`config.mk`:
```
export PLATFORM = sky130hd
export DESIGN_NAME = fpx_commit
export DESIGN_NICKNAME = d
export VERILOG_FILES = /design/src/rtl/fpx_pkg.sv /design/src/rtl/fpx_classify.sv /design/src/rtl/fpx_sticky.sv /design/src/rtl/fpx_wb.sv /design/src/rtl/fpx_commit.sv
export SDC_FILE = /design/constraint.sdc
export NUM_CORES = 1
export LEC_CHECK = 0
export BUFFER_PORTS_ARGS = -buffer_cell sky130_fd_sc_hd__clkbuf_2
export CAP_MARGIN = 20
export CORE_AREA = 2 2 97 99
export DETAILED_ROUTE_END_ITERATION = 12
export DIE_AREA = 0 0 99 101
export GPL_TIMING_DRIVEN = 0
export HOLD_SLACK_MARGIN = 0.15
export PLACE_DENSITY = 0.8
export SETUP_SLACK_MARGIN = 0.15
export SYNTH_ARGS = -nofsm -noshare
export SYNTH_HDL_FRONTEND = slang
export SYNTH_SLANG_ARGS = --single-unit
export TNS_END_PERCENT = 50
```
`constraint.sdc`:
```
create_clock -name clk -period 3.85 [get_ports clk]
set_input_delay 0.1925 -clock clk [delete_from_list [all_inputs] [get_ports clk]]
set_output_delay 0.1925 -clock clk [all_outputs]
set_load 0.005 [all_outputs]
```
`src/rtl/fpx_pkg.sv`:
```
package fpx_pkg;
  localparam int STAT_W = 14;
  localparam int NSTK   = 6;
  localparam int CLS_W  = 5;

  localparam int SUM_B  = 0;
  localparam int STK_LO = 1;
  localparam int STK_HI = STK_LO + NSTK - 1;
  localparam int FR_B   = STK_HI + 1;
  localparam int FI_B   = FR_B + 1;
  localparam int CLS_LO = FI_B + 1;
  localparam int CLS_HI = CLS_LO + CLS_W - 1;

  typedef logic [CLS_W-1:0] cls_t;

  localparam cls_t CLS_QNAN  = 5'b10001;
  localparam cls_t CLS_PINF  = 5'b00101;
  localparam cls_t CLS_NINF  = 5'b01001;
  localparam cls_t CLS_PNORM = 5'b00100;
  localparam cls_t CLS_NNORM = 5'b01000;
  localparam cls_t CLS_PDEN  = 5'b10100;
  localparam cls_t CLS_NDEN  = 5'b11000;
  localparam cls_t CLS_PZERO = 5'b00010;
  localparam cls_t CLS_NZERO = 5'b10010;
endpackage

```
`src/rtl/fpx_classify.sv`:
```
module fpx_classify
  import fpx_pkg::*;
#(
  parameter int SW = 32,
  parameter int EW = 8
) (
  input  logic [SW-1:0] val_i,
  output cls_t          cls_o
);
  localparam int FW = SW - 1 - EW;

  logic          sgn;
  logic [EW-1:0] expo;
  logic [FW-1:0] frac;
  logic          exp_max, exp_zero, frac_zero;

  always_comb begin
    sgn       = val_i[SW-1];
    expo      = val_i[SW-2:FW];
    frac      = val_i[FW-1:0];
    exp_max   = &expo;
    exp_zero  = ~|expo;
    frac_zero = ~|frac;
    if (exp_max) begin
      if (!frac_zero) cls_o = CLS_QNAN;
      else            cls_o = sgn ? CLS_NINF : CLS_PINF;
    end else if (exp_zero) begin
      if (frac_zero)  cls_o = sgn ? CLS_NZERO : CLS_PZERO;
      else            cls_o = sgn ? CLS_NDEN : CLS_PDEN;
    end else begin
      cls_o = sgn ? CLS_NNORM : CLS_PNORM;
    end
  end
endmodule

```
`src/rtl/fpx_sticky.sv`:
```
module fpx_sticky #(
  parameter int N = 6
) (
  input  logic         cap_i,
  input  logic [N-1:0] raise_i,
  input  logic [N-1:0] old_i,
  output logic [N-1:0] nxt_o,
  output logic         fresh_o
);
  logic [N-1:0] rise;

  for (genvar i = 0; i < N; i++) begin : g_bit
    assign nxt_o[i] = old_i[i] | (cap_i & raise_i[i]);
    assign rise[i]  = cap_i & raise_i[i] & ~old_i[i];
  end

  assign fresh_o = |rise;
endmodule

```
`src/rtl/fpx_wb.sv`:
```
module fpx_wb #(
  parameter int DW = 64
) (
  input  logic          clk,
  input  logic          rst_n,
  input  logic          load_i,
  input  logic [DW-1:0] hi_i,
  output logic          wr_en_o,
  output logic [DW-1:0] hi_o,
  output logic [DW-1:0] lo_o
);
  logic          en_d;
  logic [DW-1:0] hi_d, lo_d;

  always_comb begin
    en_d = load_i;
    hi_d = hi_o;
    lo_d = lo_o;
    if (load_i) begin
      hi_d = hi_i;
      lo_d = '0;
    end
  end

  always_ff @(posedge clk or negedge rst_n) begin
    if (!rst_n) begin
      wr_en_o <= 1'b0;
      hi_o    <= '0;
      lo_o    <= '0;
    end else begin
      wr_en_o <= en_d;
      hi_o    <= hi_d;
      lo_o    <= lo_d;
    end
  end
endmodule

```
`src/rtl/fpx_commit.sv`:
```
module fpx_commit
  import fpx_pkg::*;
#(
  parameter int DW = 64,
  parameter int SW = 32,
  parameter int EW = 8
) (
  input  logic              clk,
  input  logic              rst_n,
  input  logic              op_valid,
  input  logic              fac_en,
  input  logic              inv_en,
  input  logic              snan_i,
  input  logic              imz_i,
  input  logic              isi_i,
  input  logic              ovf_i,
  input  logic              unf_i,
  input  logic              inx_i,
  input  logic              rinc_i,
  input  logic [SW-1:0]     res32_i,
  input  logic [DW-1:0]     res64_i,
  output logic              wr_en_o,
  output logic [DW-1:0]     wr_hi_o,
  output logic [DW-1:0]     wr_lo_o,
  output logic [STAT_W-1:0] stat_o,
  output logic              trap_o
);
  // reset: asserted asynchronously, released through two flops
  logic [1:0] rst_pipe;
  logic       rst_q_n;

  always_ff @(posedge clk or negedge rst_n) begin
    if (!rst_n) rst_pipe <= '0;
    else        rst_pipe <= {rst_pipe[0], 1'b1};
  end
  assign rst_q_n = rst_pipe[1];

  // operation decode
  logic go, vx_any, vex, load;
  logic [NSTK-1:0] raise;

  always_comb begin
    go     = op_valid & fac_en;
    vx_any = snan_i | imz_i | isi_i;
    vex    = inv_en & vx_any;
    load   = go & ~vex;
    raise  = {inx_i, unf_i, ovf_i, isi_i, imz_i, snan_i};
  end

  cls_t cls_new;

  fpx_classify #(.SW(SW), .EW(EW)) u_cls (
    .val_i (res32_i),
    .cls_o (cls_new)
  );

  logic [NSTK-1:0] stk_nxt;
  logic            fresh;
  logic [STAT_W-1:0] stat_q, stat_d;

  fpx_sticky #(.N(NSTK)) u_stk (
    .cap_i   (go),
    .raise_i (raise),
    .old_i   (stat_q[STK_HI:STK_LO]),
    .nxt_o   (stk_nxt),
    .fresh_o (fresh)
  );

  // status next state
  always_comb begin
    stat_d = stat_q;
    if (go) begin
      stat_d[STK_HI:STK_LO] = stk_nxt;
      stat_d[SUM_B]         = stat_q[SUM_B] | fresh;
      if (vex) begin
        stat_d[FR_B] = 1'b0;
        stat_d[FI_B] = 1'b0;
      end else begin
        stat_d[FR_B]          = rinc_i;
        stat_d[FI_B]          = inx_i;
        stat_d[CLS_HI:CLS_LO] = cls_new;
      end
    end
  end

  logic trap_d;
  assign trap_d = op_valid & ~fac_en;

  always_ff @(posedge clk or negedge rst_q_n) begin
    if (!rst_q_n) begin
      stat_q <= '0;
      trap_o <= 1'b0;
    end else begin
      stat_q <= stat_d;
      trap_o <= trap_d;
    end
  end

  assign stat_o = stat_q;

  fpx_wb #(.DW(DW)) u_wb (
    .clk     (clk),
    .rst_n   (rst_q_n),
    .load_i  (load),
    .hi_i    (res64_i),
    .wr_en_o (wr_en_o),
    .hi_o    (wr_hi_o),
    .lo_o    (wr_lo_o)
  );
endmodule

```
Word level (Yosys, flattened, before mapping)
Cells that the tools add are included.
{"block": "word_totals", "reg_bits": 82, "latchBits": 0, "ramBits": 0, "romBits": 0, "input_bits": 108, "output_inout_bits": 144, "wordCells": 53, "memories": 0}
{"block": "classes", "add_sub_neg": 0, "multipliers": 0, "n_div": 0, "order_cmp": 0, "eq_ne": 0, "shift": 0, "mux": 9, "bitwise": 33, "reduce_logical": 5}
{"cell": "2-to-1 mux 5 bit", "n": 5}
{"cell": "OR reduction 23 bit", "n": 1}
{"cell": "bitwise AND 1 bit", "n": 16}
{"cell": "2-to-1 mux 4 bit", "n": 3}
{"cell": "OR 1 bit", "n": 9}
{"cell": "NOT 1 bit", "n": 8}
{"cell": "AND reduction 8 bit", "n": 1}
{"cell": "OR reduction 8 bit", "n": 1}
{"cell": "OR reduction 6 bit", "n": 1}
{"cell": "2-to-1 mux 2 bit", "n": 1}
{"cell": "AND reduction 2 bit", "n": 1}

Longest topological paths before layout
{"block": "logic_depth", "ltp_word": 5, "depth_mapped": 8, "depth_no_buf": 5}

By module
Synthesis repeated with hierarchy kept, for this count alone.
{"block": "unflattened", "cells_unflattened": 283, "area_unflattened_um2": 4111.4}
{"module": "fpx_wb", "n_inst": 1, "cells_per_inst": 201, "area_each_um2": 3188.1, "seq_area_each_um2": 1626.6}
{"module": "fpx_commit", "n_inst": 1, "cells_per_inst": 44, "area_each_um2": 660.6, "seq_area_each_um2": 425.4}
{"module": "fpx_classify", "n_inst": 1, "cells_per_inst": 22, "area_each_um2": 166.4, "seq_area_each_um2": 0.0}
{"module": "fpx_sticky", "n_inst": 1, "cells_per_inst": 16, "area_each_um2": 96.3, "seq_area_each_um2": 0.0}

Least setup slack after synthesis
OpenSTA, ideal clock, no wires.
{"block": "synth_path", "path_kind": "input to register", "startpoint": "input port res32_i[4]", "endpoint": "register stat_q[11] (netlist: stat_o[11])", "t_arrival_ns": 1.165, "slack_ns": 2.582, "cell_stages": 4, "n_path_buf": 0, "path_cell_list": "or4_4 > nor2_4 > a21oi_2 > o41ai_2"}
{"block": "synth_via", "elab_chain_cells": 4, "word_cells_on_any_way": 5, "classes_between": "4 x mux; 1 x reduce/logical"}
{"item": "start: declaration", "line_no": "fpx_commit.sv:20", "text": "input logic [SW-1:0] res32_i,"}
{"item": "OR reduction 23 bit (*)", "line_no": "fpx_classify.sv:23", "text": "frac_zero = ~|frac;"}
{"item": "2-to-1 mux 5 bit", "line_no": "fpx_classify.sv:28", "text": "if (frac_zero) cls_o = sgn ? CLS_NZERO : CLS_PZERO;"}
{"item": "2-to-1 mux 5 bit", "line_no": "fpx_classify.sv:27", "text": "end else if (exp_zero) begin"}
{"item": "2-to-1 mux 5 bit (*)", "line_no": "fpx_classify.sv:24", "text": "if (exp_max) begin"}
{"item": "end signal: assignment", "line_no": "fpx_commit.sv:94", "text": "stat_q <= stat_d;"}
{"item": "end: declaration", "line_no": "fpx_commit.sv:59", "text": "logic [STAT_W-1:0] stat_q, stat_d;"}
Every way passes the cells marked *; elsewhere a longest branch is shown, timed or not.
A chain may end at the register's enable or synchronous reset.

Worst setup path after layout
{"block": "layout_path", "startpoint": "input port isi_i", "endpoint": "register u_wb.hi_o[21]"}
{"block": "layout_via", "elab_chain_cells": 4}
{"item": "start: declaration", "line_no": "fpx_commit.sv:15", "text": "input logic isi_i,"}
{"item": "OR 1 bit", "line_no": "fpx_commit.sv:44", "text": "vx_any = snan_i | imz_i | isi_i;"}
{"item": "bitwise AND 1 bit", "line_no": "fpx_commit.sv:45", "text": "vex = inv_en & vx_any;"}
{"item": "NOT 1 bit (no line)"}
{"item": "bitwise AND 1 bit", "line_no": "fpx_commit.sv:46", "text": "load = go & ~vex;"}
{"item": "end signal: assignment", "line_no": "fpx_wb.sv:32", "text": "hi_o <= hi_d;"}
{"item": "end: declaration", "line_no": "fpx_wb.sv:9", "text": "output logic [DW-1:0] hi_o,"}
Every way passes these cells.

==> impl_results.html <==
<table>
<tr><th>Metric</th><th>Value</th></tr>
<tr><th colspan="2">Routing</th></tr>
<tr><td>Antenna Violating Nets Remaining</td><td>0</td></tr>
<tr><td>Drt first pass iters</td><td>4</td></tr>
<tr><td>Total detailed-routing wirelength</td><td>about 11 mm</td></tr>
<tr><td>Number of remaining DRC errors</td><td>0</td></tr>
<tr><td>Total via count in the routed design</td><td>about 3700</td></tr>
<tr><td>Routed wire per std cell</td><td>12.7 um</td></tr>
<tr><td>Number of DRC violations after detailed-routing iteration 0</td><td>86</td></tr>
<tr><td>Routed vias/inst</td><td>~4.3</td></tr>
<tr><th colspan="2">Place</th></tr>
<tr><td>RePlAce Congestion</td><td>0.791</td></tr>
<tr><td>Count of port buffers added during placement</td><td>187</td></tr>
<tr><td>Instance area after placement</td><td>between 0.005 and 0.006 mm^2</td></tr>
<tr><td>Post-detail-place hpwl</td><td>7.29 mm</td></tr>
<tr><td>DP Cell Count</td><td>between 700 and 800</td></tr>
<tr><td>Placement Setup Slack</td><td>2140 ps</td></tr>
<tr><th colspan="2">Logic synthesis</th></tr>
<tr><td>Synth Instances</td><td>409</td></tr>
<tr><td>Post-synth EDFFs</td><td>0</td></tr>
<tr><td>Cell taking the most area after synthesis</td><td>dfrtp_1</td></tr>
<tr><td>Leading post-synthesis cells by cell area</td><td>dfrtp_1 (56%), nand2_1 (20%), buf_4 (13%)</td></tr>
<tr><td>Synth async-reset ratio</td><td>100%</td></tr>
<tr><td>Mean instance size in the synthesized netlist</td><td>9.01 um^2</td></tr>
<tr><td>Flip-flop and latch count after synthesis</td><td>82</td></tr>
<tr><td>Number of warnings issued by yosys</td><td>0</td></tr>
<tr><td>Count of unique library cells instantiated by Yosys</td><td>32</td></tr>
<tr><td>Cell types with the highest counts after synthesis</td><td>nand2_1 (199), dfrtp_1 (82), buf_4 (64), buf_2 (8)</td></tr>
<tr><td>Share of synthesized area occupied by flip-flops and latches</td><td>55.7%</td></tr>
<tr><td>Leading cell type by number of instances after synthesis</td><td>nand2_1</td></tr>
<tr><td>Netlist area before placement</td><td>about 0.0037 mm^2</td></tr>
<tr><td>Fraction of synthesized cell area taken by the top area cell type</td><td>55.7%</td></tr>
<tr><td>Most frequently used flop master after synthesis</td><td>dfrtp_1</td></tr>
<tr><th colspan="2">Clocking</th></tr>
<tr><td>Clock transition at path regs</td><td>80 ps</td></tr>
<tr><td>Total CTS buffers</td><td>9</td></tr>
<tr><td>Post-CTS Setup Bufs</td><td>0</td></tr>
<tr><td>H-tree Lvls</td><td>3</td></tr>
<tr><td>Cells resized by post-CTS repair</td><td>0</td></tr>
<tr><td>Worst-Skew Late Latency</td><td>340 ps</td></tr>
<tr><td>Root Buffer Master</td><td>clkbuf_8</td></tr>
<tr><td>Number of clock sinks</td><td>between 80 and 90</td></tr>
<tr><td>Max clock buf depth</td><td>2</td></tr>
<tr><td>Count of hold-fix buffers inserted at cts</td><td>76</td></tr>
<tr><td>Clock tree from TritonCTS</td><td>built</td></tr>
<tr><th colspan="2">Global routing</th></tr>
<tr><td>First-pass GRT wire length</td><td>17.5 mm</td></tr>
<tr><td>Number of antenna violations at the first check in global routing</td><td>0</td></tr>
<tr><td>All-Layer GR Usage</td><td>roughly 22%</td></tr>
<tr><td>Vias in the first global route</td><td>around 3700</td></tr>
<tr><td>Remaining global-route overflow</td><td>0</td></tr>
<tr><td>Maximum number of pins on one net before global-route repair</td><td>46</td></tr>
<tr><th colspan="2">Final layout</th></tr>
<tr><td>Final core occ</td><td>around two thirds</td></tr>
<tr><td>Post-layout instance area</td><td>0.00600 mm^2</td></tr>
<tr><td>Final antenna diode count</td><td>0</td></tr>
<tr><td>Nets</td><td>855</td></tr>
<tr><td>Register area</td><td>between 0.002 and 0.0025 mm^2</td></tr>
<tr><td>Synthesis-to-finish area growth</td><td>62.8%</td></tr>
<tr><td>Fill cell count</td><td>705</td></tr>
<tr><td>Area occupied by multi-input gates</td><td>0.00129 mm^2</td></tr>
<tr><td>Ratio of cells with drive above 1 in the final layout</td><td>38.1%</td></tr>
<tr><td>Fin cells</td><td>~860</td></tr>
<tr><th colspan="2">Timing</th></tr>
<tr><td>Final hold violation count</td><td>0</td></tr>
<tr><td>Number of setup violations in the final report</td><td>0</td></tr>
<tr><td>Final critical delay including setup and external delays</td><td>between 1500 and 2000 ps</td></tr>
<tr><td>Total Negative Setup Slacks</td><td>0 ps</td></tr>
<tr><td>Post-route clock period utilization</td><td>49.0%</td></tr>
<tr><td>Setup repair after global routing missed its margin</td><td>no</td></tr>
<tr><td>Max Clock Skew</td><td>20.8 ps</td></tr>
<tr><td>Final Max Tran Viols</td><td>0</td></tr>
<tr><td>Crit path setup slack, layout</td><td>1960 ps</td></tr>
<tr><td>Post-route worst hold slack</td><td>187 ps</td></tr>
<tr><td>Fmax</td><td>approximately 530 MHz</td></tr>
<tr><th colspan="2">Run status</th></tr>
<tr><td>Result of the run</td><td>complete, no violations</td></tr>
<tr><th colspan="2">Critical path</th></tr>
<tr><td>Category of the worst setup path launch point</td><td>primary input</td></tr>
<tr><td>Worst path required time</td><td>4110 ps</td></tr>
<tr><td>Crit-path max cell delay</td><td>540 ps</td></tr>
<tr><td>Standard cell with the maximum stage delay on the critical path</td><td>dlygate4sd3_1</td></tr>
<tr><td>Data arrival time of the critical path</td><td>2150 ps</td></tr>
<tr><td>CP most frequent cell</td><td>nand2_1</td></tr>
<tr><td>CP cell instances</td><td>dlygate4sd3_1 &gt; clkbuf_2 &gt; o31ai_1 &gt; nand2_2 &gt; inv_2 &gt; buf_6 &gt; buf_2 &gt; nand2_1 &gt; nand2_1</td></tr>
<tr><td>Element type at the critical path end</td><td>flop</td></tr>
<tr><td>Crit path buf inv count</td><td>5</td></tr>
<tr><td>Worst Path Max Fanout</td><td>10</td></tr>
<tr><td>Path type of the worst setup path</td><td>primary input to flop</td></tr>
<tr><td>Kind of cell adding the most delay to the critical path</td><td>buffers and inverters</td></tr>
<tr><th colspan="2">Floorplan</th></tr>
<tr><td>Placement row count</td><td>35</td></tr>
<tr><td>Die extent in y</td><td>101 um</td></tr>
<tr><td>Die X-Extent</td><td>99 um</td></tr>
<tr><td>Die area</td><td>around 0.01 mm^2</td></tr>
<tr><td>Count of boundary I/O pins</td><td>252</td></tr>
<tr><td>Core Region</td><td>0.00898 mm^2</td></tr>
<tr><td>Initial Util</td><td>41.1%</td></tr>
<tr><th colspan="2">Pwr</th></tr>
<tr><td>Post-route total power</td><td>2.24 mW</td></tr>
<tr><td>Portion of total power attributed to the clock network</td><td>30.6%</td></tr>
<tr><td>Power share of the sequential group</td><td>47.4%</td></tr>
<tr><td>Switching power summed over all nets</td><td>0.605 mW</td></tr>
<tr><td>Net Sw Frac</td><td>27.1%</td></tr>
<tr><td>Combinational share of power</td><td>between 20% and 30%</td></tr>
<tr><td>Cell area power density</td><td>about 370 mW/mm^2</td></tr>
<tr><td>Max IR drop VDD</td><td>0.000315 V</td></tr>
<tr><td>Internal cell power</td><td>1.63 mW</td></tr>
<tr><td>Total leakage power</td><td>around 3.5 nW</td></tr>
<tr><th colspan="2">Hold path</th></tr>
<tr><td>Worst min path class</td><td>primary input to flop</td></tr>
<tr><th colspan="2">Flow run</th></tr>
<tr><td>Max-cap violation count</td><td>0</td></tr>
</table>
-- layout make-up --
class	count	area share, %
buffer	79	9.24
clock buffer	11	2.36
clock inverter	4	1.27
inverter	7	0.438
multi-input combinational	304	21.5
sequential	82	34.3
tap	111	2.31
timing repair buffer	264	28.6
-- cells by family after synthesis --
logic type / after synthesis / synth area share (%)
mux: 1 / 0.305
flops: 82 / 55.7
other cells: 2 / 0.204
buf+inv: 86 / 15.7
simple gates: 219 / 24.2
compound gates: 19 / 3.90
-- flip-flops by register name, summed over array words and instances, names as in the netlist --
| name | flops |
|---|---|
| trap_o | 1 |
| u_wb.wr_en_o | 1 |
| rst_pipe | 2 |
| stat_o | 14 |
| u_wb.hi_o | 64 |
-- final timing paths --
check	slack, ps	cells past startpoint	from	to
setup / recovery	1960	9	isi_i	u_wb.hi_o[21]$_DFFE_PN0P_
hold / removal	190	3	op_valid	stat_o[0]$_DFFE_PN0N_
setup reg to reg	2950	1	rst_pipe[1]$_DFF_PN0_	u_wb.hi_o[48]$_DFFE_PN0P_
hold reg to reg	290	0	rst_pipe[1]$_DFF_PN0_	u_wb.hi_o[15]$_DFFE_PN0P_
max in group asynchronous	2950	1	rst_pipe[1]$_DFF_PN0_	u_wb.hi_o[48]$_DFFE_PN0P_
min in group asynchronous	290	0	rst_pipe[1]$_DFF_PN0_	u_wb.hi_o[15]$_DFFE_PN0P_
-- per-layer routing --
metal	vias up	routed length, um	GRT usage, %
met5	-	0	0
met1	1726	4010	24.2
met2	165	5980	41.4
met3	25	735	4.65
li1	1820	-	-
met4	0	260	7.80
-- cell usage in the layout (no fill, tap or decap), types with 2 or more instances in the layout --
cell type	instances
dfrtp_1	81
dlygate4sd3_1	76
conb_1	65
o22ai_1	3
nor4_1	5
or4_4	2
o21ai_0	2
nand3_1	2
clkbuf_8	10
buf_4	64
buf_2	8
a22o_1	2
nor3_1	2
a21o_1	6
o31ai_1	2
clkbuf_1	6
nand2_1	199
inv_1	6
bufinv_16	2
clkbuf_2	187
nand4_1	2
-- power by group through the flow --
| stage | sequential [mW] | clock, mW | combinational, mW |
|---|---|---|---|
| 4_1_cts | 1.06 | 0.707 | 0.482 |
| 3_5_place_dp | 1.07 | 0 | 0.421 |
| 3_3_place_gp | 1.08 | 0 | 0.395 |
| 6_report | 1.06 | 0.684 | 0.493 |
| 2_1_floorplan | 1.08 | 0 | 0.180 |
| 5_1_grt | 1.08 | 0.746 | 0.547 |
Note: power is estimated with default switching activity, not from simulation.
